===== config.mk =====
export PLATFORM = sky130hd
export DESIGN_NAME = mq_decouple
export DESIGN_NICKNAME = d
export VERILOG_FILES = /design/src/rtl/mq_pkg.sv /design/src/rtl/mq_head_walk.sv /design/src/rtl/mq_wr_arb.sv /design/src/rtl/mq_out_mux.sv /design/src/rtl/mq_decouple.sv
export SDC_FILE = /design/constraint.sdc
export NUM_CORES = 1
export LEC_CHECK = 0
export ABC_AREA = 1
export BUFFER_PORTS_ARGS = -buffer_cell sky130_fd_sc_hd__buf_2
export CORE_ASPECT_RATIO = 1.2
export CORE_MARGIN = 8
export CORE_UTILIZATION = 63
export CTS_CLUSTER_SIZE = 24
export DETAILED_ROUTE_END_ITERATION = 10
export PLACE_DENSITY = 0.82
export RECOVER_POWER = 25
export SLEW_MARGIN = 20
export SYNTH_ARGS = -nofsm -noshare
export SYNTH_HDL_FRONTEND = slang
export SYNTH_HIERARCHICAL = 1
export SYNTH_SLANG_ARGS = --single-unit

===== constraint.sdc =====
create_clock -name clk -period 20.7 [get_ports clk]
set_input_delay 5.175 -clock clk [delete_from_list [all_inputs] [get_ports clk]]
set_output_delay 5.175 -clock clk [all_outputs]
set_load 0.005 [all_outputs]

===== src/rtl/mq_pkg.sv =====
package mq_pkg;

  // Advance a slot index by a step of at most one full lap.
  function automatic int mq_wrap(int idx, int step, int slots);
    int s;
    s = idx + step;
    return (s >= slots) ? s - slots : s;
  endfunction

  // Slot cost of an instruction: at least one slot, at most the whole queue.
  function automatic int mq_clamp(int raw, int slots);
    if (raw == 0) return 1;
    if (raw > slots) return slots;
    return raw;
  endfunction

endpackage


===== src/rtl/mq_head_walk.sv =====
module mq_head_walk
  import mq_pkg::*;
#(
  parameter int RD_LANES = 2,
  parameter int SLOTS    = 8,
  parameter int TAG_W    = 8,
  parameter int CNT_W    = 4,
  parameter int IDX_W    = 3
) (
  input  logic [IDX_W-1:0]                head,
  input  logic [CNT_W-1:0]                n_insts,
  input  logic [SLOTS-1:0][TAG_W-1:0]     slot_tag,
  input  logic [SLOTS-1:0][CNT_W-1:0]     slot_cnt,
  input  logic [RD_LANES-1:0]             out_ready,
  output logic [RD_LANES-1:0]             st_vld,
  output logic [RD_LANES-1:0][TAG_W-1:0]  st_tag,
  output logic [RD_LANES-1:0][CNT_W-1:0]  st_cnt,
  output logic [RD_LANES-1:0][IDX_W-1:0]  st_idx,
  output logic [CNT_W-1:0]                freed_st
);

  // Follow the chain of first slots from the head; each hop skips the
  // slots that one instruction holds.
  always_comb begin
    int   idx;
    int   fr;
    logic go;
    idx = int'(head);
    fr  = 0;
    go  = 1'b1;
    for (int k = 0; k < RD_LANES; k++) begin
      st_idx[k] = IDX_W'(idx);
      st_vld[k] = (k < int'(n_insts));
      st_tag[k] = slot_tag[IDX_W'(idx)];
      st_cnt[k] = slot_cnt[IDX_W'(idx)];
      go = go & st_vld[k] & out_ready[k];
      if (go) fr = fr + int'(slot_cnt[IDX_W'(idx)]);
      idx = mq_wrap(idx, int'(slot_cnt[IDX_W'(idx)]), SLOTS);
    end
    freed_st = CNT_W'(fr);
  end

endmodule


===== src/rtl/mq_wr_arb.sv =====
module mq_wr_arb
  import mq_pkg::*;
#(
  parameter int WR_LANES = 3,
  parameter int SLOTS    = 8,
  parameter int UOP_W    = 4,
  parameter int CNT_W    = 4,
  parameter int IDX_W    = 3,
  parameter int LIM_W    = 2,
  parameter int WN_W     = 2
) (
  input  logic [WR_LANES-1:0]             in_valid,
  input  logic [WR_LANES-1:0][UOP_W-1:0]  in_uops,
  input  logic [CNT_W-1:0]                avail,
  input  logic [IDX_W-1:0]                tail,
  input  logic [LIM_W-1:0]                accept_limit,
  output logic [WR_LANES-1:0]             in_ready,
  output logic [WR_LANES-1:0]             acc,
  output logic [WR_LANES-1:0][CNT_W-1:0]  lane_cnt,
  output logic [WR_LANES-1:0][IDX_W-1:0]  lane_pos,
  output logic [CNT_W-1:0]                sum_in,
  output logic [WN_W-1:0]                 n_acc
);

  for (genvar g = 0; g < WR_LANES; g++) begin : g_clamp
    assign lane_cnt[g] = CNT_W'(mq_clamp(int'(in_uops[g]), SLOTS));
  end

  always_comb begin
    int   used;
    int   pos;
    int   nacc;
    logic go;
    used = 0;
    pos  = int'(tail);
    nacc = 0;
    go   = 1'b1;
    for (int i = 0; i < WR_LANES; i++) begin
      lane_pos[i] = IDX_W'(pos);
      in_ready[i] = go && (used + int'(lane_cnt[i]) <= int'(avail)) &&
                    ((accept_limit == '0) || (nacc < int'(accept_limit)));
      acc[i] = in_valid[i] & in_ready[i];
      if (acc[i]) begin
        used = used + int'(lane_cnt[i]);
        nacc = nacc + 1;
        pos  = mq_wrap(pos, int'(lane_cnt[i]), SLOTS);
      end
      go = go & acc[i];
    end
    sum_in = CNT_W'(used);
    n_acc  = WN_W'(nacc);
  end

endmodule


===== src/rtl/mq_out_mux.sv =====
module mq_out_mux #(
  parameter int WR_LANES = 3,
  parameter int RD_LANES = 2,
  parameter int TAG_W    = 8,
  parameter int CNT_W    = 4,
  parameter int WN_W     = 2,
  parameter int RN_W     = 2
) (
  input  logic                            zero_lat,
  input  logic [CNT_W-1:0]                n_insts,
  input  logic [RD_LANES-1:0]             st_vld,
  input  logic [RD_LANES-1:0][TAG_W-1:0]  st_tag,
  input  logic [RD_LANES-1:0][CNT_W-1:0]  st_cnt,
  input  logic [WR_LANES-1:0][TAG_W-1:0]  in_tag,
  input  logic [WR_LANES-1:0][CNT_W-1:0]  lane_cnt,
  input  logic [WN_W-1:0]                 n_acc,
  input  logic [RD_LANES-1:0]             out_ready,
  output logic [RD_LANES-1:0]             out_valid,
  output logic [RD_LANES-1:0][TAG_W-1:0]  out_tag,
  output logic [RD_LANES-1:0][CNT_W-1:0]  out_uops,
  output logic [RD_LANES-1:0]             st_dep,
  output logic [WR_LANES-1:0]             byp_dep,
  output logic [CNT_W-1:0]                sum_out,
  output logic [RN_W-1:0]                 n_dq
);

  // Stored instructions first; in pass-through mode the accepted write
  // lanes queue up behind them.
  always_comb begin
    int   so;
    int   nd;
    int   src;
    logic go;
    so = 0;
    nd = 0;
    go = 1'b1;
    out_valid = '0;
    out_tag   = '0;
    out_uops  = '0;
    st_dep    = '0;
    byp_dep   = '0;
    for (int k = 0; k < RD_LANES; k++) begin
      src = -1;
      if (st_vld[k]) begin
        out_valid[k] = 1'b1;
        out_tag[k]   = st_tag[k];
        out_uops[k]  = st_cnt[k];
      end else if (zero_lat) begin
        for (int j = 0; j < WR_LANES; j++) begin
          if ((j + int'(n_insts) == k) && (j < int'(n_acc))) begin
            src          = j;
            out_valid[k] = 1'b1;
            out_tag[k]   = in_tag[j];
            out_uops[k]  = lane_cnt[j];
          end
        end
      end
      go = go & out_valid[k] & out_ready[k];
      if (go) begin
        so = so + int'(out_uops[k]);
        nd = nd + 1;
        st_dep[k] = st_vld[k];
        for (int j = 0; j < WR_LANES; j++) begin
          if (j == src) byp_dep[j] = 1'b1;
        end
      end
    end
    sum_out = CNT_W'(so);
    n_dq    = RN_W'(nd);
  end

endmodule


===== src/rtl/mq_decouple.sv =====
module mq_decouple
  import mq_pkg::*;
#(
  parameter int DEPTH    = 8,
  parameter int WR_LANES = 3,
  parameter int RD_LANES = 2,
  parameter int TAG_W    = 8,
  parameter int UOP_W    = 4,
  parameter int LIM_W    = 2,
  localparam int SLOTS   = (DEPTH == 0) ? 1 : DEPTH,
  localparam int CNT_W   = $clog2(SLOTS + 1),
  localparam int IDX_W   = (SLOTS > 1) ? $clog2(SLOTS) : 1,
  localparam int WN_W    = $clog2(WR_LANES + 1),
  localparam int RN_W    = $clog2(RD_LANES + 1)
) (
  input  logic                            clk,
  input  logic                            rst_n,
  input  logic                            zero_lat,
  input  logic [LIM_W-1:0]                accept_limit,
  input  logic [WR_LANES-1:0]             in_valid,
  input  logic [WR_LANES-1:0][TAG_W-1:0]  in_tag,
  input  logic [WR_LANES-1:0][UOP_W-1:0]  in_uops,
  output logic [WR_LANES-1:0]             in_ready,
  output logic [RD_LANES-1:0]             out_valid,
  output logic [RD_LANES-1:0][TAG_W-1:0]  out_tag,
  output logic [RD_LANES-1:0][CNT_W-1:0]  out_uops,
  input  logic [RD_LANES-1:0]             out_ready,
  output logic [CNT_W-1:0]                free_slots,
  output logic                            full
);

  logic [IDX_W-1:0]               head_q, head_d, tail_q, tail_d;
  logic [CNT_W-1:0]               free_q, free_d, ninst_q, ninst_d;
  logic [SLOTS-1:0]               vld_q, vld_d;
  logic [SLOTS-1:0][TAG_W-1:0]    tag_q, tag_d;
  logic [SLOTS-1:0][CNT_W-1:0]    cnt_q, cnt_d;

  logic [RD_LANES-1:0]            st_vld, st_dep;
  logic [RD_LANES-1:0][TAG_W-1:0] st_tag;
  logic [RD_LANES-1:0][CNT_W-1:0] st_cnt;
  logic [RD_LANES-1:0][IDX_W-1:0] st_idx;
  logic [CNT_W-1:0]               freed_st, avail, sum_in, sum_out;
  logic [WR_LANES-1:0]            acc, byp_dep;
  logic [WR_LANES-1:0][CNT_W-1:0] lane_cnt;
  logic [WR_LANES-1:0][IDX_W-1:0] lane_pos;
  logic [WN_W-1:0]                n_acc;
  logic [RN_W-1:0]                n_dq;
  logic                           upd;

  mq_head_walk #(
    .RD_LANES(RD_LANES), .SLOTS(SLOTS), .TAG_W(TAG_W), .CNT_W(CNT_W), .IDX_W(IDX_W)
  ) u_walk (
    .head(head_q), .n_insts(ninst_q), .slot_tag(tag_q), .slot_cnt(cnt_q),
    .out_ready(out_ready), .st_vld(st_vld), .st_tag(st_tag), .st_cnt(st_cnt),
    .st_idx(st_idx), .freed_st(freed_st)
  );

  // Normal mode drains before writing, so freed slots count as available.
  assign avail = zero_lat ? free_q : CNT_W'(int'(free_q) + int'(freed_st));

  mq_wr_arb #(
    .WR_LANES(WR_LANES), .SLOTS(SLOTS), .UOP_W(UOP_W), .CNT_W(CNT_W),
    .IDX_W(IDX_W), .LIM_W(LIM_W), .WN_W(WN_W)
  ) u_arb (
    .in_valid(in_valid), .in_uops(in_uops), .avail(avail), .tail(tail_q),
    .accept_limit(accept_limit), .in_ready(in_ready), .acc(acc),
    .lane_cnt(lane_cnt), .lane_pos(lane_pos), .sum_in(sum_in), .n_acc(n_acc)
  );

  mq_out_mux #(
    .WR_LANES(WR_LANES), .RD_LANES(RD_LANES), .TAG_W(TAG_W), .CNT_W(CNT_W),
    .WN_W(WN_W), .RN_W(RN_W)
  ) u_mux (
    .zero_lat(zero_lat), .n_insts(ninst_q), .st_vld(st_vld), .st_tag(st_tag),
    .st_cnt(st_cnt), .in_tag(in_tag), .lane_cnt(lane_cnt), .n_acc(n_acc),
    .out_ready(out_ready), .out_valid(out_valid), .out_tag(out_tag),
    .out_uops(out_uops), .st_dep(st_dep), .byp_dep(byp_dep),
    .sum_out(sum_out), .n_dq(n_dq)
  );

  // Next state: clear departing stored heads, write accepted lanes, then
  // clear lanes that passed straight through.
  always_comb begin
    vld_d = vld_q;
    tag_d = tag_q;
    cnt_d = cnt_q;
    for (int k = 0; k < RD_LANES; k++) begin
      if (st_dep[k]) vld_d[st_idx[k]] = 1'b0;
    end
    for (int i = 0; i < WR_LANES; i++) begin
      if (acc[i]) begin
        vld_d[lane_pos[i]] = 1'b1;
        tag_d[lane_pos[i]] = in_tag[i];
        cnt_d[lane_pos[i]] = lane_cnt[i];
      end
    end
    for (int i = 0; i < WR_LANES; i++) begin
      if (byp_dep[i]) vld_d[lane_pos[i]] = 1'b0;
    end
    head_d  = IDX_W'(mq_wrap(int'(head_q), int'(sum_out), SLOTS));
    tail_d  = IDX_W'(mq_wrap(int'(tail_q), int'(sum_in), SLOTS));
    free_d  = CNT_W'(int'(free_q) + int'(sum_out) - int'(sum_in));
    ninst_d = CNT_W'(int'(ninst_q) + int'(n_acc) - int'(n_dq));
    upd     = (|acc) | (|st_dep) | (|byp_dep);
  end

  always_ff @(posedge clk or negedge rst_n) begin
    if (!rst_n) begin
      head_q  <= '0;
      tail_q  <= '0;
      free_q  <= CNT_W'(SLOTS);
      ninst_q <= '0;
      vld_q   <= '0;
    end else if (upd) begin
      head_q  <= head_d;
      tail_q  <= tail_d;
      free_q  <= free_d;
      ninst_q <= ninst_d;
      vld_q   <= vld_d;
    end
  end

  // Payload storage needs no reset: it is read only behind a valid head.
  always_ff @(posedge clk) begin
    if (upd) begin
      tag_q <= tag_d;
      cnt_q <= cnt_d;
    end
  end

  assign free_slots = free_q;
  assign full       = (free_q == '0);

  AST_FREE_BOUND: assert property (@(posedge clk) disable iff (!rst_n)
    int'(free_q) <= SLOTS);
  AST_EMPTY_ALL_FREE: assert property (@(posedge clk) disable iff (!rst_n)
    (ninst_q == '0) |-> (int'(free_q) == SLOTS));
  AST_HEAD_VALID: assert property (@(posedge clk) disable iff (!rst_n)
    (ninst_q != '0) |-> vld_q[head_q]);
  AST_NO_OVERFLOW: assert property (@(posedge clk) disable iff (!rst_n)
    int'(sum_in) <= int'(avail));
  AST_ACCEPT_CAP: assert property (@(posedge clk) disable iff (!rst_n)
    (accept_limit != '0) |-> (int'(n_acc) <= int'(accept_limit)));
  AST_NORMAL_STORED_ONLY: assert property (@(posedge clk) disable iff (!rst_n)
    !zero_lat |-> (int'(n_dq) <= int'(ninst_q)));
  AST_ZL_NO_REUSE: assert property (@(posedge clk) disable iff (!rst_n)
    zero_lat |-> (int'(sum_in) <= int'(free_q)));
  AST_FULL_STALL: assert property (@(posedge clk) disable iff (!rst_n)
    (full && zero_lat) |-> !in_ready[0]);
  AST_CLAMPED_COUNT: assert property (@(posedge clk) disable iff (!rst_n)
    out_valid[0] |-> (out_uops[0] != '0 && int'(out_uops[0]) <= SLOTS));

endmodule


Word level (Yosys, flattened, before mapping)
Cells that the tools add are included.
{"block": "totals", "ff_bits": 110, "inputBits": 46, "out_inout_bits": 34}
{"block": "op_classes", "addsub": 24, "magnitude_cmp": 27, "eq_ne": 7, "mux": 127, "bitwise_logic": 12, "n_reduce_logical": 30}
{"op": "$mux W32", "n": 15}
{"op": "$bwmux W64", "n": 3}
{"op": "$mux W64", "n": 3}
{"op": "$logic_not A32 Y1", "n": 5}
{"op": "$mux W8", "n": 17}
{"op": "$mux W4", "n": 33}
{"op": "$bwmux W32", "n": 3}
{"op": "$demux W8 S3", "n": 3}
{"op": "$eq A2 B32 Y1 const A", "n": 2}
{"op": "$eq A3 B32 Y1 const A", "n": 2}
{"op": "$eq A32 B2 Y1 const B", "n": 2}
{"op": "$ge A32 B5 Y1 const B", "n": 2}
{"op": "$le A32 B5 Y1", "n": 2}
{"op": "$bmux W8 S3", "n": 2}
{"op": "$demux W4 S3", "n": 3}
{"op": "$add A32 B5 Y32", "n": 1}
{"op": "$mux W1", "n": 32}
{"op": "$sub A32 B5 Y32 const B", "n": 1}
{"op": "$bmux W4 S3", "n": 2}
{"op": "$mux W3", "n": 7}
{"op": "$add A3 B4 Y5", "n": 4}
{"op": "$add A4 B4 Y4", "n": 4}
{"op": "$logic_not A4 Y1", "n": 4}
{"op": "$ge A5 B4 Y1 const B", "n": 3}
{"op": "other kinds (30)", "n": 72}

Logic depth before layout (Yosys ltp)
{"block": "depth", "depth_word": 43, "depth_mapped": 100, "depth_no_buf": 98}

Modules after synthesis
The synthesis kept the hierarchy.
{"mod": "mq_decouple", "n_inst": 1, "cells_each": 1070, "area_each_um2": 7683.6, "seq_area_each_um2": 3234.4}
{"mod": "mq_head_walk", "n_inst": 1, "cells_each": 413, "area_each_um2": 2079.5, "seq_area_each_um2": 0.0}
{"mod": "mq_out_mux", "n_inst": 1, "cells_each": 248, "area_each_um2": 1320.0, "seq_area_each_um2": 0.0}
{"mod": "mq_wr_arb", "n_inst": 1, "cells_each": 207, "area_each_um2": 1216.2, "seq_area_each_um2": 0.0}

Worst setup path before layout
No wires, ideal clock.
{"block": "synth_path", "path_type": "input port to output port", "from": "input out_ready[0]", "to": "output out_uops[4] (netlist bit)", "arrival_time_ns": 12.563, "setup_slack_ns": 2.962, "path_stages": 58, "n_path_buf": 1, "path_cell_list": "nand2_1 -> nor2_1 -> ha_1 -> inv_1 -> fa_1 -> xor2_1 -> o21ai_0 -> ha_1 -> a21oi_1 -> nand2_1 -> xnor2_1 -> nand2_1 -> nand2_1 -> inv_1 -> ha_1 -> nand2_1 -> inv_2 -> nand2_1 -> [22 not listed] -> inv_1 -> fa_1 -> inv_1 -> ha_1 -> inv_1 -> nor2_1 -> o21ai_0 -> nand2_1 -> nand2_1 -> nand3_2 -> o21ai_0 -> nand3_1 -> nor2_4 -> nand2_1 -> buf_2 -> inv_1 -> nand2_1 -> a32o_1"}
{"element": "from (decl)", "line_no": "mq_decouple.sv:27", "source": "input logic [RD_LANES-1:0] out_ready,"}
{"element": "to (decl)", "line_no": "mq_decouple.sv:26", "source": "output logic [RD_LANES-1:0][CNT_W-1:0] out_uops,"}

==> flow_summary.toml <==
[critical_path]
rr_worst_depth = 80
crit_arrival_ns = 14.33
crit_path_start_kind = "input port"
path_buf_inv = 13
critical_path_class = "input port to output pin"
timing.rr.start = "head_q[0]"
critPathMaxStageDelay_ns = 0.50
crit_path_frequent_cell = "nand2_1"
regToRegSetupSlack_ns = 5.62
slowest_stage = "nand2_1"
worstReg2RegEnd = "free_slots[3]"
critPathRequiredTime_ns = 15.53
crit_fanout = 23
endpoint_kind = "output pin"
cp_top_family = "simple AND/OR/NAND/NOR gates"

[finish]
finalNetCount = 2036
fin_util = 0.6604
antennaDiodeCount = 0
drive_gt1_frac = 0.09161
final_cell_mix = "nand2_1, inv_1, o21ai_0"
final_common_cell = "nand2_1"
area_growth_syn_to_layout_pct = 4.026

[clock_network]
cts_setup_buffers = 0
clk_latency_ns = 0.38
clk_pin_slew_ns = 0.08
cts_buffers = 9
htree_levels = 3
cts_tree = "yes"
cts_resized = 0
root_buffer = "clkbuf_16"
hold_buffers = 0
cts_sinks = 110
clock_path_buffers = 2

[detailed_routing]
routedWlPerCell_um = 21.73
drc = 0
final_antenna_net_count = 0
firstDrtPassIters = 8
vias = 13761
vias_per_cell = 6.275
drt_wl_total_um = 47660
drt_iter0_drc = 2133

[synth]
syn_inst = 1935
avgSynthCellArea_sq_um = 6.345
netlist_area_sq_um = 12280
syn-num-nets = 2043
ys_warn_count = 6

[floorplan]
die_w_um = 143.4
die_y_um = 168.9
placementRows = 56
die_area_sq_um = 24230
ios = 80
initial_core_util = 0.6348
coreArea_sq_um = 19340

[sta]
worst_slew_pin_slew_ns = 1.190
rsz0062_at_grt = "false"
fmax_mhz = 51.28
fin_skew_ns = 0.01405
period_needed_ns = 19.50
final.setup.tns_ns = 0
slew_headroom = 0.2048
setup_viol = 0
slew_viol_final = 0
layout_setup_ws_ns = 1.200
final_hold_viol_count = 0
fin_crit_sh = 0.9420

[global_route]
grt_max_degree = 62
antenna_found_initial = 0
grt_use_total = 0.3935
grt_pass1_wl_um = 72190
first_global_vias = 12808
grt-ovfl-total = 0

[worst_hold_path]
worstHoldStart = "free_slots[1]"
hold_path_end = "free_slots[1]"
hold_path.class = "flop to flop"
min_path_cells = 2

[status]
status = "finished, final reports clean"

[flow_run]
drv_cap = 0

[placement]
dp_slack_ns = 1.551
place_congestion = 1.052
io_buffer_count = 79
hpwl_um = 33370
==> worst min-delay path, stage by stage, from the launching register on <==
cell and delay (ns):
dfrtp_1 0.46, nand2_1 0.08, o21ai_0 0.07
==> stage by stage <==
step	area (sq um)	hold WS (ns)	cells
6_report	12770	0.6370	2193
3_5_place_dp	12480	0.5389	2178
3_3_place_gp	12480	0.5328	2178
2_1_floorplan	12280	0.4839	1935
5_1_grt	12770	0.6709	2193
4_1_cts	12780	0.5539	2193
==> routing by layer <==
layer | routed length (um) | vias up | track usage
met5 | 0 | - | 0
met4 | 4126 | 0 | 0.2881
met3 | 6214 | 299 | 0.09414
met2 | 20790 | 1072 | 0.6105
met1 | 16530 | 6097 | 0.4670
li1 | - | 6293 | -
==> flip-flops by register name, summed over array words and instances, names as in the netlist <==
signal,cells
tag_q,64
cnt_q,32
free_slots,4
ninst_q,4
head_q,3
tail_q,3
==> how the worst max path moves through the flow <==
stage                  from     endpoint  slack, ns  depth (start not counted)
6_report       out_ready[0]  out_uops[5]       1.20                         55
4_1_cts        out_ready[0]  out_uops[5]       1.54                         55
5_1_grt        out_ready[0]  out_uops[5]       0.21                         59
3_5_place_dp   out_ready[0]  out_uops[5]       1.55                         55
3_3_place_gp   out_ready[0]  out_uops[5]       1.72                         55
2_1_floorplan  out_ready[0]  out_uops[4]       2.96                         58
==> area by class of cell <==
class,instances,area [sq um]
inverters,248,947.2
well taps,261,326.6
fillers,1864,6568
clock buffers,9,225.2
flip-flops and latches,110,3234
clock inverters,6,81.33
repair buffers,91,474.2
multi-input cells,1468,7482
Power is left out: the tool's default activity adds up to more than one toggle a clock period on the data nets, which glitch-free logic cannot reach.
